$ cat src/rtl/pht_pkg.sv
package pht_pkg;
  localparam int unsigned TOT_W_DEF = 10;
  localparam int unsigned TOA_W_DEF = 18;

  // per-cycle commands from the hit selector to the two counters
  typedef struct packed {
    logic clr;
    logic tot_en;
    logic toa_en;
  } cnt_ctl_t;
endpackage

$ cat src/rtl/pht_sat_counter.sv
module pht_sat_counter #(
  parameter int unsigned W = 10
) (
  input  logic         clk,
  input  logic         rst_n,
  input  logic         clr,
  input  logic         en,
  output logic [W-1:0] cnt_o
);
  localparam logic [W-1:0] CEIL = {W{1'b1}};

  logic [W-1:0] cnt_q;
  logic         at_ceil;

  assign at_ceil = (cnt_q == CEIL);

  always_ff @(posedge clk or negedge rst_n) begin
    if (!rst_n)                cnt_q <= '0;
    else if (clr)              cnt_q <= '0;
    else if (en && !at_ceil)   cnt_q <= cnt_q + 1'b1;
  end

  assign cnt_o = cnt_q;

  // a full counter never rolls over
  a_r9_no_wrap: assert property (@(posedge clk) disable iff (!rst_n)
    (at_ceil && !clr) |=> (cnt_q == CEIL));
endmodule

$ cat src/rtl/pht_hit_select.sv
module pht_hit_select
  import pht_pkg::*;
(
  input  logic     clk,
  input  logic     rst_n,
  input  logic     disc_i,
  input  logic     test_pulse_i,
  input  logic     test_en_i,
  input  logic     shutter_n_i,
  input  logic     tot_tick_i,
  input  logic     toa_tick_i,
  input  logic     integral_i,
  input  logic     mask_i,
  input  logic     fast_clear_i,
  output cnt_ctl_t ctl_o,
  output logic     busy_o
);
  logic hit_line, hit_q, win_open, rise_in_win;
  logic seen_q, active_q, accept_rise, counting;

  assign hit_line    = test_en_i ? test_pulse_i : disc_i;
  assign win_open    = ~shutter_n_i;
  assign rise_in_win = hit_line & ~hit_q & win_open;
  assign accept_rise = rise_in_win & (integral_i | ~seen_q);
  assign counting    = hit_line & (active_q | accept_rise) & ~mask_i;

  always_comb begin
    ctl_o.clr    = fast_clear_i;
    ctl_o.tot_en = counting & tot_tick_i & ~fast_clear_i;
    ctl_o.toa_en = win_open & ~seen_q & ~rise_in_win & toa_tick_i
                 & ~mask_i & ~fast_clear_i;
  end

  // previous sample of the hit line, kept even while masked or clearing
  always_ff @(posedge clk or negedge rst_n) begin
    if (!rst_n) hit_q <= 1'b0;
    else        hit_q <= hit_line;
  end

  always_ff @(posedge clk or negedge rst_n) begin
    if (!rst_n)                      seen_q <= 1'b0;
    else if (fast_clear_i)           seen_q <= 1'b0;
    else if (!mask_i && rise_in_win) seen_q <= 1'b1;
  end

  always_ff @(posedge clk or negedge rst_n) begin
    if (!rst_n)                      active_q <= 1'b0;
    else if (fast_clear_i || mask_i) active_q <= 1'b0;
    else                             active_q <= counting;
  end

  assign busy_o = active_q;

  // a pulse in progress ends the cycle after the line falls
  a_r6_busy_drops: assert property (@(posedge clk) disable iff (!rst_n)
    (active_q && !hit_line) |=> !active_q);

  // in first-hit mode an idle pixel that has seen its hit stays idle
  a_r3_first_only: assert property (@(posedge clk) disable iff (!rst_n)
    (seen_q && !integral_i && !active_q && !fast_clear_i) |=> !active_q);

  // a line already high cannot start a pulse
  a_r5_needs_edge: assert property (@(posedge clk) disable iff (!rst_n)
    (!active_q && hit_q && !fast_clear_i) |=> !active_q);
endmodule

$ cat src/rtl/pixel_hit_timer.sv
module pixel_hit_timer
  import pht_pkg::*;
#(
  parameter int unsigned TOT_W = TOT_W_DEF,
  parameter int unsigned TOA_W = TOA_W_DEF
) (
  input  logic             clk,
  input  logic             rst_n,
  input  logic             disc_i,
  input  logic             test_pulse_i,
  input  logic             test_en_i,
  input  logic             shutter_n_i,
  input  logic             tot_tick_i,
  input  logic             toa_tick_i,
  input  logic             integral_i,
  input  logic             mask_i,
  input  logic             fast_clear_i,
  output logic [TOT_W-1:0] tot_o,
  output logic [TOA_W-1:0] toa_o,
  output logic             busy_o
);
  cnt_ctl_t ctl;

  pht_hit_select u_sel (
    .clk          (clk),
    .rst_n        (rst_n),
    .disc_i       (disc_i),
    .test_pulse_i (test_pulse_i),
    .test_en_i    (test_en_i),
    .shutter_n_i  (shutter_n_i),
    .tot_tick_i   (tot_tick_i),
    .toa_tick_i   (toa_tick_i),
    .integral_i   (integral_i),
    .mask_i       (mask_i),
    .fast_clear_i (fast_clear_i),
    .ctl_o        (ctl),
    .busy_o       (busy_o)
  );

  pht_sat_counter #(.W(TOT_W)) u_tot (
    .clk   (clk),
    .rst_n (rst_n),
    .clr   (ctl.clr),
    .en    (ctl.tot_en),
    .cnt_o (tot_o)
  );

  pht_sat_counter #(.W(TOA_W)) u_toa (
    .clk   (clk),
    .rst_n (rst_n),
    .clr   (ctl.clr),
    .en    (ctl.toa_en),
    .cnt_o (toa_o)
  );

  // clear wins over everything
  a_r10_clear: assert property (@(posedge clk) disable iff (!rst_n)
    fast_clear_i |=> (tot_o == '0) && (toa_o == '0) && !busy_o);

  // a masked pixel is frozen
  a_r11_mask_hold: assert property (@(posedge clk) disable iff (!rst_n)
    (mask_i && !fast_clear_i) |=> $stable(tot_o) && $stable(toa_o) && !busy_o);

  // each counter moves only on its own tick
  a_r13_tot_gate: assert property (@(posedge clk) disable iff (!rst_n)
    (!tot_tick_i && !fast_clear_i) |=> $stable(tot_o));
  a_r13_toa_gate: assert property (@(posedge clk) disable iff (!rst_n)
    (!toa_tick_i && !fast_clear_i) |=> $stable(toa_o));

  // once a pulse is counting, the arrival time is fixed
  a_r7_toa_frozen: assert property (@(posedge clk) disable iff (!rst_n)
    (busy_o && !fast_clear_i) |=> $stable(toa_o));

  // ToT advances by at most one per clock
  a_r2_tot_step: assert property (@(posedge clk) disable iff (!rst_n)
    !fast_clear_i |=> (tot_o == $past(tot_o)) || (tot_o == $past(tot_o) + 1'b1));
endmodule

$ cat config.mk
export PLATFORM = sky130hd
export DESIGN_NAME = pixel_hit_timer
export DESIGN_NICKNAME = d
export VERILOG_FILES = /design/src/rtl/pht_pkg.sv /design/src/rtl/pht_sat_counter.sv /design/src/rtl/pht_hit_select.sv /design/src/rtl/pixel_hit_timer.sv
export SDC_FILE = /design/constraint.sdc
export NUM_CORES = 1
export LEC_CHECK = 0
export ABC_AREA = 1
export BUFFER_PORTS_ARGS = -buffer_cell sky130_fd_sc_hd__buf_2
export CORE_UTILIZATION = 45
export DETAILED_ROUTE_END_ITERATION = 16
export PLACE_DENSITY = 0.8
export SLEW_MARGIN = 20
export SYNTH_ARGS = -nofsm -noshare
export SYNTH_HDL_FRONTEND = slang
export SYNTH_HIERARCHICAL = 1
export SYNTH_SLANG_ARGS = --single-unit
$ cat constraint.sdc
create_clock -name clk -period 1.6 [get_ports clk]
set_input_delay 0.16 -clock clk [delete_from_list [all_inputs] [get_ports clk]]
set_output_delay 0.16 -clock clk [all_outputs]
set_load 0.03 [all_outputs]
==> impl_summary.txt, run 1 <==
----------------------------------------------------
[Clock network]
  H-tree depth ... 2
  Clock Root Buffer ... sky130_fd_sc_hd__clkbuf_8
  Number of buffers added by the clock tree synthesis step ... 5
  Clock-pin slew on the worst setup and hold paths ... 70 ps
  Source-to-sink clock delay at the later pin of the worst-skew pair ... 290 ps
  Clock buffer depth ... 2
  Total clock sinks ... 31
  TritonCTS clock tree ... built

[Worst setup path]
  Bufs and invs on worst path ... 1
  Kind of start point of the critical path ... register
  Cell occurring most often along the worst timing path ... sky130_fd_sc_hd__nand2_4
  Slowest stage delay, CP ... 410 ps
  Arrival time of data at the critical path endpoint ... 1780 ps
  Max stage delay cell, worst path ... sky130_fd_sc_hd__dfrtp_2
  Category of the worst setup path capture point ... register
  Maximum fanout along the worst path ... 14
  Category of cells accounting for the largest share of critical-path delay ... simple AND/OR/NAND/NOR gates
  CP cell instances ... ha_4 > nand2_4 > nor2_4 > nand2_4 > nor2_4 > nand2_2 > nand2_4 > buf_12 > nand3_1 > o21ai_1
  Type of the worst setup path ... register to register
  Required time of the worst setup path ... 1820 ps

[STA]
  Final-report max-slew violation count ... 0
  Post-Route Skew ... 3.32 ps
  Final number of hold-violating endpoints ... 0
  Worst-margin pin slew ... 516 ps
  Setup WS post-layout ... 44.1 ps
  Final setup violation count ... 0
  Max-slew headroom at the worst pin ... 0.655
  RSZ-0062 raised after global routing ... yes
  Max Clock Freq ... 643 MHz
  Summed negative setup slack over all endpoints ... 0 ps
  Final cycle utilization of the critical path ... 0.972
  Min Tclk post-route ... 1560 ps

[Detailed routing]
  First DRT Iteration DRCs ... 89
  Number of optimization iterations in the first detailed-route pass ... 4
  Number of nets still failing antenna checks after routing ... 0
  Avg WL per Cell ... 12.5 um
  Total number of vias ... 2,099
  Residual DRC ... 0
  Post-detailed-route via-to-cell ratio ... 5.12
  Aggregate routed wire length ... 5.12 mm

[Die]
  Ports ... 40
  Rows ... 24
  Placeable Area ... 4410 sq um
  Horizontal extent of the die ... 70.2 um
  Chip height ... 70.2 um
  Die Area ... 4920 sq um
  Initial standard-cell utilization of the core ... 0.474

[Global routing]
  Largest net degree at the start of global routing ... 18
  First-pass GRT wire length ... 8.69 mm
  Total global-route track usage ... 0.224
  Vias in the first global route ... 1,985
  Initial antenna violation count ... 0
  Global-route congestion overflow total ... 0

[Layout]
  Layout area overhead ... 26.5%
  Layout cell share with drive strength beyond 1 ... 0.279
  Antenna diode count ... 0
  Core Util, Final ... 0.599
  Net count of the finished layout ... 370
  Filler cells ... 423

[Synthesis]
  Mapped cell area ... 2090 sq um
  Distinct cell type count of the synthesized netlist ... 29
  Number of enable flip-flop cells after synthesis ... 0
  Sequential cell area fraction in the yosys report ... 0.371
  Flip-flop cell with the highest count after synthesis ... sky130_fd_sc_hd__dfrtp_1
  Net count of the mapped netlist ... 309
  Share of flip-flops with an asynchronous set or reset ... 1.00
  Synth Register Bits ... 31
  Top cell type's share of synthesized area ... 0.371
  Ys Warns ... 6
  Synth Area per Inst ... 7.06 sq um
  Post-synth top area cell ... sky130_fd_sc_hd__dfrtp_1
  Cell count after synthesis ... 296
  Top cell types by occurrence after synthesis ... 84 x sky130_fd_sc_hd__nand2_1, 48 x sky130_fd_sc_hd__nand3_1, 42 x sky130_fd_sc_hd__nor2_1, 31 x sky130_fd_sc_hd__dfrtp_1, 25 x sky130_fd_sc_hd__inv_1
  Synth top area cells ... sky130_fd_sc_hd__dfrtp_1 37%, sky130_fd_sc_hd__nand2_1 15%, sky130_fd_sc_hd__nand3_1 11%
  Cell with the most instances after synthesis ... sky130_fd_sc_hd__nand2_1

[Power and ir drop]
  LEAKAGE ... 1.37 nW
  Maximum VDD drop ... 0.000566 V
  Power Dens Cells ... 659 nW/um^2

[Placed design]
  Count of port buffers added during placement ... 39
  Final Wtd Congestion ... 0.878
  Post-DP HPWL ... 3.85 mm
  Setup WS pre-CTS ... -4.23 ps

[Min path]
  Hold WC Path Type ... primary input to register

[Status]
  Run status ... completed

[Run]
  Number of violations of the max-capacitance limit ... 0

----------------------------------------------------
routing by layer:
layer,GRT usage,wire length [um],up-vias
li1,-,-,1076
met1,0.271,2210,960
met2,0.386,2570,56
met3,0.0404,280,7
met4,0.100,57,0
met5,0,0,-
cells in the final DEF (no fill, tap or decap), types with 5 or more instances in the layout:
cell	count
sky130_fd_sc_hd__nand2_1	82
sky130_fd_sc_hd__nand3_1	47
sky130_fd_sc_hd__a21oi_1	9
sky130_fd_sc_hd__nand2_2	6
sky130_fd_sc_hd__nand2_4	5
sky130_fd_sc_hd__nor2_1	40
sky130_fd_sc_hd__dfrtp_1	29
sky130_fd_sc_hd__buf_2	39
sky130_fd_sc_hd__inv_1	25
sky130_fd_sc_hd__buf_4	21
sky130_fd_sc_hd__clkbuf_8	6
per-stage QoR:
stage	cells	cell area (sq um)	hold WS (ps)	total power (W)
6_report	410	2640	124	0.00174
5_1_grt	410	2640	130	0.00180
4_1_cts	408	2610	115	0.00176
3_5_place_dp	399	2470	83.4	0.000931
3_3_place_gp	399	2470	82.1	0.000928
2_1_floorplan	296	2110	-136	0.000876
path summary, 6_finish.rpt:
check / start / end / slack, ps / depth (start not counted)
worst max-delay path: u_toa/cnt_o[0] / u_toa/cnt_o[16] / 40 / 10
worst min-delay path: disc_i / u_sel/hit_q / 120 / 3
worst max register to register: u_toa/cnt_o[0] / u_toa/cnt_o[16] / 40 / 10
worst min register to register: u_sel/seen_q / u_sel/seen_q / 530 / 2
max in group asynchronous: rst_n / u_toa/cnt_o[9] / 750 / 3
min in group asynchronous: rst_n / u_sel/busy_o / 300 / 2
worst min-delay path, stage by stage:
cell and delay [ps]:
sky130_fd_sc_hd__buf_2 80, sky130_fd_sc_hd__nand2_2 70, sky130_fd_sc_hd__nand2_4 70
timing repair:
action	4_1_cts	5_1_grt
setup buffers	0	2
endpoints found under the hold margin	14	0
setup endpoints to repair	3	18
hold buffers	1	0
pin swaps	0	2
resized for setup	2	8
cell families (layout without fill, tap and decap cells):
kind of cell | count (synthesis) | in the layout | synth area share
and+or+nand+nor | 201 | 201 | 0.455
xor gates and xnor gates | 7 | 7 | 0.0293
DFF | 31 | 31 | 0.371
AOI/OAI and AO/OA | 21 | 21 | 0.0569
buffers and inverters | 34 | 96 | 0.0760
adders and majority gates | 2 | 2 | 0.0120
area by class of cell:
type	instances	area [sq um]	share of cell area
inverters	26	97.6	0.0369
well taps	52	65.1	0.0246
multi-input cells	231	1200	0.455
clock inverters	2	35.0	0.0133
repair buffers	62	383	0.145
flip-flops and latches	31	778	0.294
clock buffers	6	82.6	0.0312
flip-flops by register name (all words and copies together) (netlist names):
signal        cells
u_toa/cnt_o      18
u_tot/cnt_o      10
u_sel/busy_o      1
u_sel/hit_q       1
u_sel/seen_q      1
power breakdown:
group / internal, W / switching, W / total [W]
clock: 0.000504 / 0.000315 / 0.000819
combinational: 0.0000441 / 0.0000853 / 0.000129
sequential: 0.000788 / 0.00000522 / 0.000793
total: 0.00134 / 0.000405 / 0.00174
(Power assumes the default switching activity.)
==> inputs of run 2 (changes only) <==
--- a/config.mk
+++ b/config.mk
@@ -6,10 +6,10 @@
 export NUM_CORES = 1
 export LEC_CHECK = 0
 export ABC_AREA = 1
-export BUFFER_PORTS_ARGS = -buffer_cell sky130_fd_sc_hd__buf_2
 export CORE_UTILIZATION = 45
 export DETAILED_ROUTE_END_ITERATION = 16
-export PLACE_DENSITY = 0.8
+export DONT_BUFFER_PORTS = 1
+export PLACE_DENSITY = 0.72
 export SLEW_MARGIN = 20
 export SYNTH_ARGS = -nofsm -noshare
 export SYNTH_HDL_FRONTEND = slang
==> constraint.sdc (replaced) <==
create_clock -name clk -period 1.39 [get_ports clk]
set_input_delay 0.139 -clock clk [delete_from_list [all_inputs] [get_ports clk]]
set_output_delay 0.139 -clock clk [all_outputs]
set_load 0.03 [all_outputs]
==> run 2 against run 1 <==
  * The run now ends with setup timing left
  * Highest routed layer unchanged
  * Register-to-register slack got worse by 140 ps
  * Power grew 16%
  * Cell count grew 0.98%
  * Clock power rose by 15%
==> impl_summary.txt, run 2 (synthesized netlist as in run 1, its figures left out) <==
----------------------------------------------------
[Detailed routing]
  Aggregate routed wire length ... 5.81 mm (was 5.12 mm)
  Post-detailed-route via-to-cell ratio ... 5.28 (was 5.12)
  Number of nets still failing antenna checks after routing ... 0 (unchanged)
  Residual DRC ... 0 (unchanged)
  Avg WL per Cell ... 14.0 um (was 12.5 um)
  First DRT Iteration DRCs ... 77 (was 89)
  Number of optimization iterations in the first detailed-route pass ... 4 (unchanged)
  Total number of vias ... 2,187 (was 2,099)

[Clock network]
  Clock Root Buffer ... sky130_fd_sc_hd__clkbuf_8 (unchanged)
  H-tree depth ... 2 (unchanged)
  Clock-pin slew on the worst setup and hold paths ... 70 ps (about the same)
  Source-to-sink clock delay at the later pin of the worst-skew pair ... 290 ps (about the same)
  Number of buffers added by the clock tree synthesis step ... 5 (unchanged)
  Total clock sinks ... 31 (unchanged)
  TritonCTS clock tree ... built (unchanged)
  Clock buffer depth ... 2 (unchanged)

[Power and ir drop]
  Maximum VDD drop ... 0.000523 V (was 0.000566 V)
  LEAKAGE ... 1.45 nW (was 1.37 nW)
  Clk network pwr share ... 0.466 (was 0.470)
  Switching pwr ... 0.000472 W (was 0.000405 W)
  Power Dens Cells ... 662 nW/um^2 (was 659 nW/um^2)
  Sw Share ... 0.234 (was 0.233)
  Flop pwr share ... 0.453 (was 0.456)
  Comb pwr share ... 0.081 (was 0.074)
  Total power ... 0.00202 W (was 0.00174 W)
  Internal power component ... 0.00155 W (was 0.00134 W)

[Layout]
  Antenna diode count ... 0 (unchanged)
  Most common cell after layout, fill and taps aside ... sky130_fd_sc_hd__nand2_1 (unchanged)
  Max FFs per register ... 18 (unchanged)
  Net count of the finished layout ... 374 (was 370)
  Most frequent cells in the layout ... 71 x sky130_fd_sc_hd__nand2_1, 55 x sky130_fd_sc_hd__buf_4, 33 x sky130_fd_sc_hd__nand3_1 (was 82 x sky130_fd_sc_hd__nand2_1, 47 x sky130_fd_sc_hd__nand3_1, 40 x sky130_fd_sc_hd__nor2_1)
  Filler cells ... 365 (was 423)
  Area of all placed cells without fillers ... 3050 sq um (was 2640 sq um)
  Layout cell share with drive strength beyond 1 ... 0.406 (was 0.279)
  Layout area overhead ... 45.7% (was 26.5%)

[STA]
  Final cycle utilization of the critical path ... 1.07 (was 0.972)
  Summed negative setup slack over all endpoints ... -1280 ps (was 0 ps)
  Post-Route Skew ... 6.78 ps (was 3.32 ps)
  RSZ-0062 raised after global routing ... yes (unchanged)
  Max Clock Freq ... 673 MHz (was 643 MHz)
  Min Tclk post-route ... 1490 ps (was 1560 ps)
  Setup WS post-layout ... -95.4 ps (was 44.1 ps)
  Max-slew headroom at the worst pin ... 0.488 (was 0.655)
  Hold slack ... 9.99 ps (was 124 ps)
  Worst-margin pin slew ... 767 ps (was 516 ps)
  Final setup violation count ... 18 (was 0)
  Final-report max-slew violation count ... 0 (unchanged)
  Final number of hold-violating endpoints ... 0 (unchanged)

[Run]
  Number of violations of the max-capacitance limit ... 0 (unchanged)

[Worst setup path]
  R2R Setup Slk ... -100 ps (was 40 ps)
  Cell occurring most often along the worst timing path ... sky130_fd_sc_hd__nand2_4 (unchanged)
  Slowest stage delay, CP ... 400 ps (was 410 ps)
  Required time of the worst setup path ... 1610 ps (was 1820 ps)
  Maximum fanout along the worst path ... 6 (was 14)
  Max stage delay cell, worst path ... sky130_fd_sc_hd__dfrtp_2 (unchanged)
  Arrival time of data at the critical path endpoint ... 1700 ps (was 1780 ps)
  Type of the worst setup path ... register to register (unchanged)
  CP cell instances ... ha_4 > nand2_4 > nor2_4 > nand2_4 > nor2_4 > nand2_4 > nand2_8 > buf_6 > nand3_1 > o21ai_1 (was ha_4 > nand2_4 > nor2_4 > nand2_4 > nor2_4 > nand2_2 > nand2_4 > buf_12 > nand3_1 > o21ai_1)
  Category of the worst setup path capture point ... register (unchanged)
  Kind of start point of the critical path ... register (unchanged)

[Global routing]
  Met3 Resource Use GR ... 0.0635 (was 0.0404)
  Total global-route track usage ... 0.224 (about the same)
  Met2 demand-to-capacity share in global routing ... 0.399 (was 0.386)
  Global-route congestion overflow total ... 0 (unchanged)
  First-pass GRT wire length ... 8.75 mm (was 8.69 mm)
  Initial antenna violation count ... 0 (unchanged)
  Vias in the first global route ... 1,986 (was 1,985)
  Largest net degree at the start of global routing ... 32 (was 18)
  Global-route layer with the greatest usage ... met2 (unchanged)
  Met1 usage ... 0.263 (was 0.271)

[Die]
  Rows ... 24 (unchanged)
  Horizontal extent of the die ... 70.2 um (unchanged)
  Die Area ... 4920 sq um (unchanged)
  Placeable Area ... 4410 sq um (unchanged)
  Initial standard-cell utilization of the core ... 0.474 (unchanged)
  Ports ... 40 (unchanged)
  Chip height ... 70.2 um (unchanged)

[Placed design]
  Post-detailed-placement cell area ... 2560 sq um (was 2470 sq um)
  Count of port buffers added during placement ... 0 (was 39)
  Final Wtd Congestion ... 0.827 (was 0.878)
  Post-DP HPWL ... 3.67 mm (was 3.85 mm)

[Min path]
  Hold WC Path Type ... primary input to register (unchanged)

[Status]
  Run status ... finished with violations (was completed)
  Failing checks ... setup timing

----------------------------------------------------
[run 2: cell types whose count changed in the layout (fill, tap and decap cells not counted), moves of 5 or more]
cell,delta
sky130_fd_sc_hd__buf_2,-39
sky130_fd_sc_hd__buf_4,+34
sky130_fd_sc_hd__nand3_1,-14
sky130_fd_sc_hd__nand3_2,+13
sky130_fd_sc_hd__nand2_1,-11
sky130_fd_sc_hd__nor2_1,-11
sky130_fd_sc_hd__nor2_2,+9
sky130_fd_sc_hd__nand2_2,+6
sky130_fd_sc_hd__buf_6,+5
[run 2: worst max-delay path: cells and delay by family (launching register included)]
family                     cells  cell delay, ps
buffers and inverters          1             130
and+or+nand+nor                7             650
AOI/OAI and AO/OA              1              70
adders and majority gates      1             160
DFF                            1             400
[run 2: power groups by stage]
stage	Sequential [W]	Combinational, W	Clock [W]
floorplan	0.000934	0.0000750	0
global placement	0.000930	0.0000964	0
detailed placement	0.000931	0.0000973	0
CTS	0.000913	0.000137	0.000961
global route	0.000914	0.000179	0.00101
finish	0.000913	0.000163	0.000940
[run 2: layout make-up]
type                    count  area, sq um  area share
multi-input cells         233         1450       0.477
flip-flops and latches     31          782       0.257
inverters                  26          100      0.0329
clock buffers               6         82.6      0.0271
well taps                  52         65.1      0.0214
clock inverters             2         35.0      0.0115
repair buffers             64          529       0.174
[run 2: timing repair]
item | 4_1_cts | 5_1_grt
hold buffers | 3 | 0
cloned | 0 | 2
setup buffers | 2 | 4
endpoints found under the setup margin | 26 | 28
resized for setup | 10 | 58
hold endpoints to repair | 33 | 0
pin swaps | 3 | 26
[run 2: final timing paths]
check | start | end | cells after the start
max | u_toa/cnt_o[1] | u_toa/cnt_o[16] | 10
min | fast_clear_i | u_toa/cnt_o[11] | 3
min in group asynchronous | rst_n | u_tot/cnt_o[5] | 2
max reg2reg | u_toa/cnt_o[1] | u_toa/cnt_o[16] | 10
max in group asynchronous | rst_n | u_sel/hit_q | 2
min reg2reg | u_sel/seen_q | u_sel/seen_q | 2
[run 2: stage by stage]
step,instances,worst slack (ps),util
finish,414,-95.4,0.690
CTS,408,-89.9,0.628
global placement,395,-80.2,0.579
global route,414,-152,0.690
detailed placement,395,-95.7,0.579
floorplan,296,-239,-
[run 2: layer usage]
metal,wire length (um),share of wire
met5,0,0
met4,63,0.011
met3,241,0.041
met2,3140,0.54
met1,2360,0.41
